### src/rtl/rx_len_pkg.sv
// Shared definitions for the receive frame length checker.
// Assumes: nothing beyond standard SystemVerilog.
package rx_len_pkg;

    // Frame tracking state of the checker.
    typedef enum logic {
        FS_IDLE = 1'b0,
        FS_OPEN = 1'b1
    } frame_state_e;

endpackage

### src/rtl/rx_len_budget.sv
// Byte budget: captures the limits and the mode at frame start and holds a
// down-counter of the bytes still allowed in the current frame.
// Assumes: load and take are never high together (the top enforces this).
module rx_len_budget #(
    parameter int LEN_W = 16
) (
    input  logic             clk,
    input  logic             rst_n,
    input  logic             load,
    input  logic             take,
    input  logic [LEN_W-1:0] max_in,
    input  logic [LEN_W-1:0] min_in,
    input  logic             keep_in,
    output logic             room,
    output logic [LEN_W-1:0] max_q,
    output logic [LEN_W-1:0] min_q,
    output logic             keep_q
);
    logic [LEN_W-1:0] left_q;

    // Capture the limits and the mode at frame start.
    always_ff @(posedge clk) begin
        if (!rst_n) begin
            max_q  <= '0;
            min_q  <= '0;
            keep_q <= 1'b0;
        end else if (load) begin
            max_q  <= max_in;
            min_q  <= min_in;
            keep_q <= keep_in;
        end
    end

    // Remaining-bytes down-counter, reloaded at start, decremented per accepted byte.
    always_ff @(posedge clk) begin
        if (!rst_n) begin
            left_q <= '0;
        end else if (load) begin
            left_q <= max_in;
        end else if (take && left_q != '0) begin
            left_q <= left_q - 1'b1;
        end
    end

    // Budget is open while the counter is non-zero.
    always_comb room = (left_q != '0);

endmodule

### src/rtl/rx_len_tally.sv
// Length tally: counts in-frame bytes and saturates at a given cap.
// Assumes: cap is stable during a frame (it derives from captured limits).
module rx_len_tally #(
    parameter int LEN_W = 16,
    localparam int CW   = LEN_W + 1
) (
    input  logic          clk,
    input  logic          rst_n,
    input  logic          clear,
    input  logic          bump,
    input  logic [CW-1:0] cap,
    output logic [CW-1:0] len
);
    // Count bytes; hold once the cap has been reached.
    always_ff @(posedge clk) begin
        if (!rst_n) begin
            len <= '0;
        end else if (clear) begin
            len <= '0;
        end else if (bump && len != cap) begin
            len <= len + 1'b1;
        end
    end

endmodule

### src/rtl/rx_len_judge.sv
// Status stage: on frame close, registers the length and the too-long,
// too-short and discard decisions, valid for a single cycle.
// Assumes: len never exceeds cap, so len == cap means the bound was overrun.
module rx_len_judge #(
    parameter int LEN_W = 16,
    localparam int CW   = LEN_W + 1
) (
    input  logic             clk,
    input  logic             rst_n,
    input  logic             close,
    input  logic [CW-1:0]    len,
    input  logic [CW-1:0]    cap,
    input  logic [LEN_W-1:0] min_q,
    input  logic             keep_q,
    output logic             vld,
    output logic             long_f,
    output logic             short_f,
    output logic             drop,
    output logic [CW-1:0]    len_o
);
    logic over_c;
    logic under_c;

    // Classify the closing frame.
    always_comb begin
        over_c  = (len == cap);
        under_c = !over_c && (len < {1'b0, min_q});
    end

    // Register the status for one cycle; fields hold until the next close.
    always_ff @(posedge clk) begin
        if (!rst_n) begin
            vld     <= 1'b0;
            long_f  <= 1'b0;
            short_f <= 1'b0;
            drop    <= 1'b0;
            len_o   <= '0;
        end else begin
            vld <= close;
            if (close) begin
                long_f  <= over_c;
                short_f <= under_c;
                drop    <= under_c && !keep_q;
                len_o   <= len;
            end
        end
    end

endmodule

### src/rtl/rx_len_check.sv
// Receive frame length checker top: tracks the open frame, steers bytes to
// the budget and tally, and closes the frame into the status stage.
// Assumes: frm_start and frm_end cycles carry no counted byte; a start while
// open restarts the frame; a start wins over a simultaneous end.
module rx_len_check #(
    parameter int LEN_W = 16,
    localparam int CW   = LEN_W + 1
) (
    input  logic             clk,
    input  logic             rst_n,
    input  logic             frm_start,
    input  logic             frm_end,
    input  logic             byte_vld,
    input  logic [LEN_W-1:0] max_len,
    input  logic [LEN_W-1:0] min_len,
    input  logic             keep_short,
    output logic             byte_acc,
    output logic             stat_vld,
    output logic             stat_long,
    output logic             stat_short,
    output logic             stat_drop,
    output logic [CW-1:0]    stat_len
);
    import rx_len_pkg::*;

    frame_state_e     fs_q;
    logic             take_c;
    logic             close_c;
    logic             room;
    logic [LEN_W-1:0] max_q;
    logic [LEN_W-1:0] min_q;
    logic             keep_q;
    logic [CW-1:0]    cap_c;
    logic [CW-1:0]    len_q;

    // Frame open/closed tracking.
    always_ff @(posedge clk) begin
        if (!rst_n) begin
            fs_q <= FS_IDLE;
        end else if (frm_start) begin
            fs_q <= FS_OPEN;
        end else if (frm_end) begin
            fs_q <= FS_IDLE;
        end
    end

    // Byte steering, frame close and saturation cap.
    always_comb begin
        take_c   = (fs_q == FS_OPEN) && byte_vld && !frm_start && !frm_end;
        close_c  = (fs_q == FS_OPEN) && frm_end && !frm_start;
        byte_acc = take_c && room;
        cap_c    = {1'b0, max_q} + 1'b1;
    end

    rx_len_budget #(.LEN_W(LEN_W)) u_budget (
        .clk     (clk),
        .rst_n   (rst_n),
        .load    (frm_start),
        .take    (byte_acc),
        .max_in  (max_len),
        .min_in  (min_len),
        .keep_in (keep_short),
        .room    (room),
        .max_q   (max_q),
        .min_q   (min_q),
        .keep_q  (keep_q)
    );

    rx_len_tally #(.LEN_W(LEN_W)) u_tally (
        .clk   (clk),
        .rst_n (rst_n),
        .clear (frm_start),
        .bump  (take_c),
        .cap   (cap_c),
        .len   (len_q)
    );

    rx_len_judge #(.LEN_W(LEN_W)) u_judge (
        .clk     (clk),
        .rst_n   (rst_n),
        .close   (close_c),
        .len     (len_q),
        .cap     (cap_c),
        .min_q   (min_q),
        .keep_q  (keep_q),
        .vld     (stat_vld),
        .long_f  (stat_long),
        .short_f (stat_short),
        .drop    (stat_drop),
        .len_o   (stat_len)
    );

endmodule

### config.mk
export PLATFORM = sky130hd
export DESIGN_NAME = rx_len_check
export DESIGN_NICKNAME = d
export VERILOG_FILES = /design/src/rtl/rx_len_pkg.sv /design/src/rtl/rx_len_budget.sv /design/src/rtl/rx_len_tally.sv /design/src/rtl/rx_len_judge.sv /design/src/rtl/rx_len_check.sv
export SDC_FILE = /design/constraint.sdc
export NUM_CORES = 1
export LEC_CHECK = 0
export ABC_AREA = 0
export BUFFER_PORTS_ARGS = -buffer_cell sky130_fd_sc_hd__buf_2
export CORE_MARGIN = 5
export CORE_UTILIZATION = 50
export DETAILED_ROUTE_END_ITERATION = 10
export HOLD_SLACK_MARGIN = 0.02
export PLACE_DENSITY = 0.78
export SYNTH_ARGS = -nofsm -noshare
export SYNTH_HDL_FRONTEND = slang
export SYNTH_SLANG_ARGS = --single-unit
### constraint.sdc
create_clock -name clk -period 3.66 [get_ports clk]
set_clock_uncertainty 0.15 [all_clocks]
set_input_delay 0.732 -clock clk [delete_from_list [all_inputs] [get_ports clk]]
set_output_delay 0.732 -clock clk [all_outputs]
set_load 0.02 [all_outputs]
After elaboration in Yosys (flattened, before gate mapping)
Index checks and enable logic that the tools add are counted.
{ "totals": {"regBits": 88, "latch_bits": 0, "ramBits": 0, "romBits": 0, "input_bits": 38, "mem_count": 0} }
{ "op_classes": {"addsub": 3, "mul": 0, "div_mod_pow": 0, "n_lt_le_gt_ge": 1, "eq_ne": 2, "shifts": 0, "mux": 4, "bitwise_logic": 1, "reduce_logical": 18} }
{ "ops": {"columns": ["op", "count"], "rows": [
  ["16-bit 2-to-1 mux", 2],
  ["16-bit by 1-bit adder with 17-bit output (second input constant)", 1],
  ["17-bit by 1-bit adder with 17-bit output (second input constant)", 1],
  ["17-bit == test", 1],
  ["17-bit by 16-bit < comparator with 1-bit output", 1],
  ["17-bit != test", 1],
  ["16-bit nonzero test", 1],
  ["16-bit by 1-bit subtractor with 16-bit output (second input constant)", 1],
  ["1-bit logical AND", 10],
  ["1-bit logical NOT", 4],
  ["2-bit nonzero test", 2],
  ["1-bit 2-to-1 mux", 2],
  ["2-bit OR reduction", 1],
  ["1-bit NOT", 1]
]} }

Longest topological paths before layout
Gate-level depths: netlist (run 1).
{ "depth": {"depth_word": 7, "mapped_depth": 11} }

Modules after synthesis
Synthesis (run 1) repeated with hierarchy kept, for this count alone.
{ "unflattened": {"hier_cells": 566, "hier_area_um2": 5034.8} }
{ "modules_own_cells": {"columns": ["mod", "instances", "cells_each", "area_each_um2", "seq_area_each_um2"], "rows": [
  ["rx_len_budget", 1, 250, 2272.2, 980.9],
  ["rx_len_judge", 1, 144, 1340.0, 420.4],
  ["rx_len_tally", 1, 122, 1041.0, 340.3],
  ["rx_len_check", 1, 50, 381.6, 20.0]
]} }

Worst setup path before layout (run 1)
Ideal clock, no wire load.
{ "synth_timing": {"path_type": "flip-flop to flip-flop", "start": "register u_budget.max_q[1]", "end": "register u_tally.len[11]", "setup_time_ps": 70, "arrival_ps": 2650, "t_required_ps": 3440, "path_slack_ps": 789, "stages_incl_launch_ff": 11, "synth_period_minus_slack_ps": 2871, "cell_sequence": "dfxtp_1 > ha_1 > nand3_1 > nor4_1 > xnor2_1 > o32ai_1 > a31o_2 > and2_4 > buf_6 > or4_1 > a21oi_1"} }
{ "synth_via": {"elab_chain_cells": 3} }
{ "synth_lines": {"columns": ["element", "line", "rtl"], "rows": [
  ["start: declaration", "rx_len_budget.sv:15", "output logic [LEN_W-1:0] max_q,"],
  ["start signal: assignment", "rx_len_budget.sv:28", "max_q <= max_in;"],
  ["16-bit by 1-bit adder with 17-bit output", "rx_len_check.sv:52", "cap_c = {1'b0, max_q} + 1'b1;"],
  ["17-bit != test", "rx_len_tally.sv:20", "end else if (bump && len != cap) begin"],
  ["1-bit logical AND", "rx_len_tally.sv:20", null],
  ["end signal: assignment", "rx_len_tally.sv:21", "len <= len + 1'b1;"],
  ["end: declaration", "rx_len_tally.sv:12", "output logic [CW-1:0] len"]
]} }
Every way passes these cells.
A chain may end at the register's enable or synchronous reset.

Final worst setup path (run 1)
{ "layout_timing": {"start": "register u_budget.max_q[0]", "end": "register u_tally.len[9]"} }
The elaborated chain is that of the path after synthesis.

==> results.cfg, run 1 <==
[worst_setup_path]
reg2regPathDepth = 9
crit_type = flop to flop
cp.required_ns = 3.80
r2r-end = u_tally.len[9]$_SDFFE_PP0P_
start_kind = flop
worstReg2RegStart = u_budget.max_q[0]$_SDFFE_PN0P_
cp.arrival_ns = 3.42
r2r_setup_slack_ns = 0.38
critPathMaxFanout = 30
cp-end-kind = flop

[hold_path]
whs_endpoint = u_judge.drop$_SDFFE_PN0P_
hold_start = u_budget.keep_q$_SDFFE_PN0P_
holdPathStages = 1
hp-class = flop to flop

[synth]
synth-seq-cells = 88
synth_cell_types = 53
ys_seq_area_frac = 0.383
synthesis.nets = 621
mappedNetlistArea_um2 = 4600
synthCells = 565
avgSynthCellArea_um2 = 8.14
yosysWarnings = 0

[floorplan]
core_region_area_um2 = 9110
num_io_pins = 60
die_y_um = 106
dieArea_um2 = 11200
start_util = 0.505
rows = 35
die_w_um = 106

[cells_and_area]
multiInputGateArea_um2 = 2590
final_cell_mix = dfxtp_1 (88), nand2_1 (78), buf_2 (59)
syn_to_final_growth_pct = 11.6
nFillCells = 868
drive_gt1_frac = 0.153
layout_commonest_cell = dfxtp_1
regArea_um2 = 1760
num_antenna_cells = 0
final_cell_area_um2 = 5130
nets = 664

[global_routing]
grt_pass1_vias = 4053
met2_usage = 0.348
gr-total-overflow = 0
grtUsageMet1 = 0.280
grt_pass1_wl_mm = 19.6
antenna_found_initial = 0
grt_busiest_layer = met2
grtUsageMet3 = 0.0425
grt_max_degree = 38
grtUsageTotal = 0.212

[sta]
fin_ws_ns = 0.378
hold_viol_final = 0
setup-tns-final_ns = 0
hold_ws_ns = 0.297
slew_violations = 0
period_share = 0.897
max_slew.worst_pin.slew_ns = 0.633
rsz0062_at_grt = false
period_needed_ns = 3.28
fmax_mhz = 305
maxSlewHeadroom = 0.567
report.final.setup_viol = 0

[place]
hpwl_mm = 8.51
place_area_um2 = 4940
gp_congestion = 0.938
io_buffers = 59
post-place-ws_ns = 0.416

[drt]
num_vias = 4206
first_iter_violations = 266
routedWlPerCell_um = 16.0
ant_nets = 0
drt_drc_violations_left = 0
firstDrtPassIters = 8
routed_via_density = 5.81
wl_mm = 11.6

[cts]
post_cts_buffers = 0
tritoncts = done
cts_inserted_buffers = 9
clk-insertion-delay-late_ns = 0.35
clockRootBuffer = clkbuf_8
cts.clk_slew.worst_paths_ns = 0.09
clockBufferDepth = 2
htree_levels = 3
cts_resized = 0
ctsHoldBuffers = 0
cts.sinks = 88

[power]
sw_frac_of_total = 0.265
switching_power_uw = 497
total_power_mw = 1.88
combPwrFrac = 0.100
power_frac_seq = 0.548
pwr-share-clk = 0.351
ir_drop_uv = 193
p_leak_nw = 2.06
powerDensity_nw_per_um2 = 365
p_int_mw = 1.38

[status]
outcome = finished clean

[flow_run]
cap_violations = 0
-- cell type report --
cell class              count  share of cell area
multi-input cells         417               0.504
clock inverters             3             0.00463
clock buffers              13              0.0329
repair buffers             68              0.0707
flip-flops and latches     88               0.343
well taps                 111              0.0271
inverters                  24              0.0175
-- state kept, by name, indices dropped and copies added, names as in the netlist --
name             cells
u_tally.len         17
u_judge.long_f       1
u_judge.drop         1
u_budget.keep_q      1
u_budget.left_q     16
u_budget.min_q      16
u_budget.max_q      16
u_judge.len_o       17
u_judge.short_f      1
fs_q                 1
u_judge.vld          1
-- per-layer routing --
layer / share of wire / vias up
met3: 0.078 / 16
li1: - / 2096
met1: 0.45 / 1937
met4: 0.016 / 0
met5: 0 / -
met2: 0.46 / 157
-- cell usage after synthesis, drive strengths merged --
cell type	count	area share
dfxtp	88	0.38
a21oi	57	0.062
or2	3	0.0041
nand3b	4	0.0065
o2111ai	2	0.0038
inv	24	0.020
o31ai	8	0.013
o211ai	9	0.015
xor2	6	0.011
a211oi	2	0.0033
nor2	48	0.039
a311oi	2	0.0038
buf	16	0.018
xnor2	16	0.030
nand2b	4	0.0054
clkbuf	20	0.017
a2111oi	5	0.0095
o311ai	3	0.0057
a21o	6	0.0098
o21ai	22	0.024
o41ai	3	0.0057
and3	7	0.0095
nand4b	1	0.0019
nand4	12	0.020
and2	4	0.0060
nor4	6	0.0095
nor3	5	0.0054
ha	18	0.049
a31oi	2	0.0027
o311a	1	0.0022
and4	4	0.0076
nand3	17	0.018
nor3b	2	0.0033
or4	14	0.024
or3	10	0.014
o211a	1	0.0022
nand2	78	0.064
o32ai	1	0.0019
a31o	1	0.0019
a211o	1	0.0019
nor2b	4	0.0054
a222oi	1	0.0022
or3b	1	0.0019
mux2i	26	0.057
-- power groups by stage --
stage | logic (mW) | clock network, mW | registers [mW]
final | 0.188 | 0.659 | 1.03
after global routing | 0.212 | 0.715 | 1.04
after CTS | 0.188 | 0.671 | 1.03
after detailed placement | 0.187 | 0 | 1.05
after global placement | 0.182 | 0 | 1.05
after floorplan | 0.143 | 0 | 1.03
-- cells by family after synthesis --
logic type,share of synthesized area
DFF,0.383
and+or+nand+nor,0.245
xor gates and xnor gates,0.0419
muxes,0.0566
AOI/OAI and AO/OA,0.170
adders and majority gates,0.0490
buffers and inverters,0.0547
-- metrics by stage --
stage,cells,util
6_report,724,0.564
2_1_floorplan,565,-
5_1_grt,724,0.564
4_1_cts,724,0.564
3_3_place_gp,708,0.542
3_5_place_dp,708,0.542
-- critical path, stage by stage, from the launching register on --
cell and delay, ns:
dfxtp_1 0.47, ha_1 0.35, nand3_1 0.26, nor4_1 0.60, xnor2_1 0.19, o32ai_1 0.09
a31o_2 0.25, and2_4 0.22, or4_1 0.48, a21oi_1 0.14
-- worst max path at each step --
stage,from,end,slack [ns],cells past startpoint
floorplan,u_budget.max_q[1]$_SDFFE_PN0P_,u_tally.len[11]$_SDFFE_PP0P_,0.79,10
global placement,u_budget.max_q[0]$_SDFFE_PN0P_,u_tally.len[4]$_SDFFE_PP0P_,0.57,9
detailed placement,u_budget.max_q[0]$_SDFFE_PN0P_,u_tally.len[9]$_SDFFE_PP0P_,0.42,9
CTS,u_budget.max_q[0]$_SDFFE_PN0P_,u_tally.len[3]$_SDFFE_PP0P_,0.39,9
global route,u_budget.max_q[0]$_SDFFE_PN0P_,u_tally.len[9]$_SDFFE_PP0P_,0.1,9
finish,u_budget.max_q[0]$_SDFFE_PN0P_,u_tally.len[9]$_SDFFE_PP0P_,0.38,9
Note: power is estimated with default switching activity, not from simulation.
==> run 2: changes to the inputs <==
--- a/config.mk
+++ b/config.mk
@@ -11,7 +11,8 @@
 export CORE_UTILIZATION = 50
 export DETAILED_ROUTE_END_ITERATION = 10
 export HOLD_SLACK_MARGIN = 0.02
-export PLACE_DENSITY = 0.78
+export PLACE_DENSITY = 0.77
 export SYNTH_ARGS = -nofsm -noshare
 export SYNTH_HDL_FRONTEND = slang
+export SYNTH_HIERARCHICAL = 1
 export SYNTH_SLANG_ARGS = --single-unit
==> results.cfg, run 2 <==
[floorplan]
rows = 36
dieArea_um2 = 12200
die_w_um = 110
core_region_area_um2 = 9820
die_y_um = 110
num_io_pins = 60
start_util = 0.513

[flow_run]
cap_violations = 0

[cts]
clk-insertion-delay-late_ns = 0.37
ctsHoldBuffers = 0
cts_resized = 0
clockBufferDepth = 2
cts_inserted_buffers = 9
clockRootBuffer = clkbuf_8
tritoncts = done
post_cts_buffers = 0
htree_levels = 3
cts.clk_slew.worst_paths_ns = 0.09
cts.sinks = 88

[worst_setup_path]
critPathMaxFanout = 8
cp.arrival_ns = 2.37
crit_type = flop to output pin
crit_slowest_cell = or3b_2
cp-end-kind = output pin
cp.required_ns = 2.78
path_delay_family = simple AND/OR/NAND/NOR gates
start_kind = flop
crit_path_cell_trace = inv_1 -> ha_1 -> or3b_2 -> nor4_4 -> nand2_1 -> and2_1 -> buf_2
worst-path-buf-inv = 2
slowest_delay_ns = 0.53

[synth]
synth-seq-cells = 88
avgSynthCellArea_um2 = 8.90
synth-edff-count = 0
synth_top_cell_area_share = 0.350
synth_area_leaders = dfxtp_1 (35%), mux2i_1 (10%), xnor2_1 (6.8%), ha_1 (4.5%), nor2_1 (4.3%)
synth_cell_types = 67
synthCells = 566
async_flop_share = 0
yosysMostFrequentCell = dfxtp_1
post-synth-top-area-cell = dfxtp_1
synth_flop_cell = dfxtp_1
mappedNetlistArea_um2 = 5030
synthesis.nets = 622
netlist_top_cells_count = dfxtp_1 (88), nor2_1 (58), mux2i_1 (52)
ys_seq_area_frac = 0.350
yosysWarnings = 6

[cells_and_area]
drive_gt1_frac = 0.165
fin_util = 0.578
final_cell_area_um2 = 5670
final_cell_mix = dfxtp_1 (88), buf_2 (59), nor2_1 (58)
nets = 678
top_regs = u_judge/len_o: 17 flops, u_tally/len: 17 flops
num_antenna_cells = 0
syn_to_final_growth_pct = 12.7
layout_commonest_cell = dfxtp_1

[global_routing]
antenna_found_initial = 0
grt_pass1_vias = 4125
grt_max_degree = 61
grtUsageTotal = 0.213
grt_pass1_wl_mm = 20.3
gr-total-overflow = 0

[place]
place_area_um2 = 5460
io_buffers = 59
gp_congestion = 0.937
hpwl_mm = 9.19

[sta]
maxSlewHeadroom = 0.468
period_share = 0.889
rsz0062_at_grt = false
setup-tns-final_ns = 0
period_needed_ns = 3.25
hold_viol_final = 0
fmax_mhz = 307
report.final.setup_viol = 0
slew_violations = 0
max_slew.worst_pin.slew_ns = 0.798

[drt]
top_layer = met4
routedWlPerCell_um = 16.4
met3_length_um = 632
firstDrtPassIters = 5
wl_mm = 12.4
wl_met2_mm = 6.10
num_vias = 4372
wl_met1_mm = 5.52
drt_drc_violations_left = 0
first_iter_violations = 233
routed_via_density = 5.76
ant_nets = 0

[hold_path]
hp-class = flop to flop

[power]
total_power_mw = 2.03
ir_drop_uv = 155
p_leak_nw = 2.26
powerDensity_nw_per_um2 = 359

[status]
outcome = finished clean
-- run 2: worst paths after layout --
| kind | to | cells after the start | startpoint | slack [ns] |
|---|---|---|---|---|
| worst max register to register | u_tally/len[1]$_SDFFE_PP0P_ | 9 | u_budget/max_q[9]$_SDFFE_PN0P_ | 0.63 |
| worst max-delay path | byte_acc | 7 | u_budget/left_q[0]$_SDFFE_PN0P_ | 0.41 |
| worst min register to register | u_judge/drop$_SDFFE_PN0P_ | 2 | u_judge/drop$_SDFFE_PN0P_ | 0.32 |
| worst min-delay path | u_judge/drop$_SDFFE_PN0P_ | 2 | u_judge/drop$_SDFFE_PN0P_ | 0.32 |
-- run 2: logic make-up (layout without fill, tap and decap cells) --
kind of cell,Yosys count,count (layout),share of synthesized area
compound gates,94,94,0.129
xor+xnor,54,54,0.0939
fa+ha+maj,18,18,0.0447
buf+inv,47,107,0.0358
flops,88,88,0.350
mux,52,52,0.103
simple gates,213,213,0.243
-- run 2: layer usage --
layer / track usage / vias up
li1: - / 2144
met1: 0.272 / 2097
met2: 0.355 / 117
met3: 0.0379 / 14
met4: 0.0871 / 0
met5: 0 / -
-- run 2: area by class of cell --
cell class,count,area (um^2)
Clock inverter,5,82.6
Timing Repair Buffer,65,340
Fill cell,941,4150
Inverter,27,101
Clock buffer,10,128
Sequential cell,88,1760
Multi-Input combinational cell,431,3090
Tap cell,133,166
-- run 2: where the power goes --
group / internal, mW / switching [mW]
logic: 0.113 / 0.158
clock network: 0.381 / 0.349
registers: 0.993 / 0.0399
total: 1.49 / 0.548
-- run 2: tightest hold or removal path: stages, from the launching register on --
cell and delay (ns):
dfxtp_1 0.33, nand2_1 0.06, o31ai_2 0.05
-- run 2: stage by stage --
step / hold slack, ns / instances / worst slack, ns
global route: 0.348 / 759 / 0.289
detailed placement: 0.300 / 744 / 0.689
CTS: 0.319 / 759 / 0.399
floorplan: 0.283 / 566 / 0.664
global placement: 0.283 / 744 / 0.774
finish: 0.315 / 759 / 0.407
==> run 3: changes to the inputs <==
--- a/config.mk
+++ b/config.mk
@@ -7,11 +7,14 @@
 export LEC_CHECK = 0
 export ABC_AREA = 0
 export BUFFER_PORTS_ARGS = -buffer_cell sky130_fd_sc_hd__buf_2
+export CELL_PAD_IN_SITES_DETAIL_PLACEMENT = 1
+export CELL_PAD_IN_SITES_GLOBAL_PLACEMENT = 1
+export CORE_ASPECT_RATIO = 0.5
 export CORE_MARGIN = 5
-export CORE_UTILIZATION = 50
+export CORE_UTILIZATION = 45
 export DETAILED_ROUTE_END_ITERATION = 10
 export HOLD_SLACK_MARGIN = 0.02
-export PLACE_DENSITY = 0.77
+export PLACE_DENSITY = 0.88
 export SYNTH_ARGS = -nofsm -noshare
 export SYNTH_HDL_FRONTEND = slang
 export SYNTH_HIERARCHICAL = 1
==> results.cfg, run 3 (synthesis gave the netlist of run 2 again) <==
[status]
outcome = finished clean

[global_routing]
grt_max_degree = 60
antenna_found_initial = 0
grt_pass1_wl_mm = 25.4
grtUsageTotal = 0.233
grt_pass1_vias = 4872
gr-total-overflow = 0

[floorplan]
num_io_pins = 60
rows = 27
die_w_um = 160
core_region_area_um2 = 11000
die_y_um = 84.8
dieArea_um2 = 13500
start_util = 0.459

[drt]
routedWlPerCell_um = 20.3
drt_drc_violations_left = 0
routed_via_density = 5.96
wl_mm = 15.7
ant_nets = 0
top_layer = met4
firstDrtPassIters = 5
met3_length_um = 835
num_vias = 4607
wl_met1_mm = 6.66
first_iter_violations = 244
wl_met2_mm = 7.72

[cts]
ctsHoldBuffers = 0
cts_inserted_buffers = 9
tritoncts = done
clockRootBuffer = clkbuf_16
cts.sinks = 88
htree_levels = 3
clockBufferDepth = 2
cts.clk_slew.worst_paths_ns = 0.06
cts_resized = 0
post_cts_buffers = 0
clk-insertion-delay-late_ns = 0.35

[cells_and_area]
num_antenna_cells = 0
regArea_um2 = 1760
nets = 679
layout_commonest_cell = dfxtp_1
syn_to_final_growth_pct = 15.5
final_cell_mix = dfxtp_1 (88), buf_2 (59), nor2_1 (58)
top_regs = u_judge/len_o: 17 flops, u_tally/len: 17 flops
nFillCells = 1285
multiInputGateArea_um2 = 3090
fin_util = 0.530
drive_gt1_frac = 0.169
finalNonFillerCells = 773

[sta]
rsz0062_at_grt = false
report.final.setup_viol = 0
period_needed_ns = 3.35
slew_violations = 0
fin_ws_ns = 0.312
maxSlewHeadroom = 0.418
hold_viol_final = 0
period_share = 0.915
setup-tns-final_ns = 0
fmax_mhz = 299
max_slew.worst_pin.slew_ns = 0.867

[hold_path]
hp-class = flop to flop

[worst_setup_path]
start_kind = flop
cp.required_ns = 3.76
critPathMaxFanout = 16
cp.arrival_ns = 3.45
cp-end-kind = flop
crit_type = flop to flop

[place]
gp_congestion = 0.885
io_buffers = 59
dpl.cell_count = 757
post-place-ws_ns = 0.461
hpwl_mm = 10.8

[power]
p_leak_nw = 2.33
total_power_mw = 2.35
powerDensity_nw_per_um2 = 404
ir_drop_uv = 217

[flow_run]
cap_violations = 0
-- run 3: worst max-delay path, stage by stage (launching register included) --
cell and delay, ns:
dfxtp_1 0.45, ha_1 0.31, nand4_2 0.19, nor3_1 0.29, xor2_1 0.30, xnor2_1 0.17
nand4_1 0.16, nor4_4 0.52, and2_4 0.32, o31ai_1 0.13, a21oi_1 0.26
-- run 3: power by group --
part,leakage [nW],internal (mW),switching [mW]
logic,1.45,0.115,0.172
clock network,0.159,0.620,0.403
registers,0.720,0.994,0.0429
total,2.33,1.73,0.618
-- run 3: metrics by stage --
step / cell area (um^2) / hold slack [ns]
after floorplan: 5030 / 0.283
final: 5810 / 0.332
after CTS: 5810 / 0.335
after detailed placement: 5490 / 0.329
after global routing: 5810 / 0.348
after global placement: 5490 / 0.301
-- run 3: worst paths after layout --
path	startpoint	to	slack (ns)	cells past startpoint
worst max register to register	u_budget/max_q[0]$_SDFFE_PN0P_	u_tally/len[11]$_SDFFE_PP0P_	0.31	10
worst min-delay path	u_budget/keep_q$_SDFFE_PN0P_	u_judge/drop$_SDFFE_PN0P_	0.33	1
worst max-delay path	u_budget/max_q[0]$_SDFFE_PN0P_	u_tally/len[11]$_SDFFE_PP0P_	0.31	10
worst min register to register	u_budget/keep_q$_SDFFE_PN0P_	u_judge/drop$_SDFFE_PN0P_	0.33	1
-- run 3: cell type report --
cell class | count | area share
multi-input cells | 431 | 0.532
flip-flops and latches | 88 | 0.303
repair buffers | 66 | 0.0598
clock buffers | 10 | 0.0411
well taps | 145 | 0.0312
inverters | 27 | 0.0174
clock inverters | 6 | 0.0155
-- run 3: layer usage --
metal	GRT usage	vias up
met1	0.275	2251
li1	-	2148
met3	0.0515	41
met5	0	-
met4	0.0992	0
met2	0.413	167
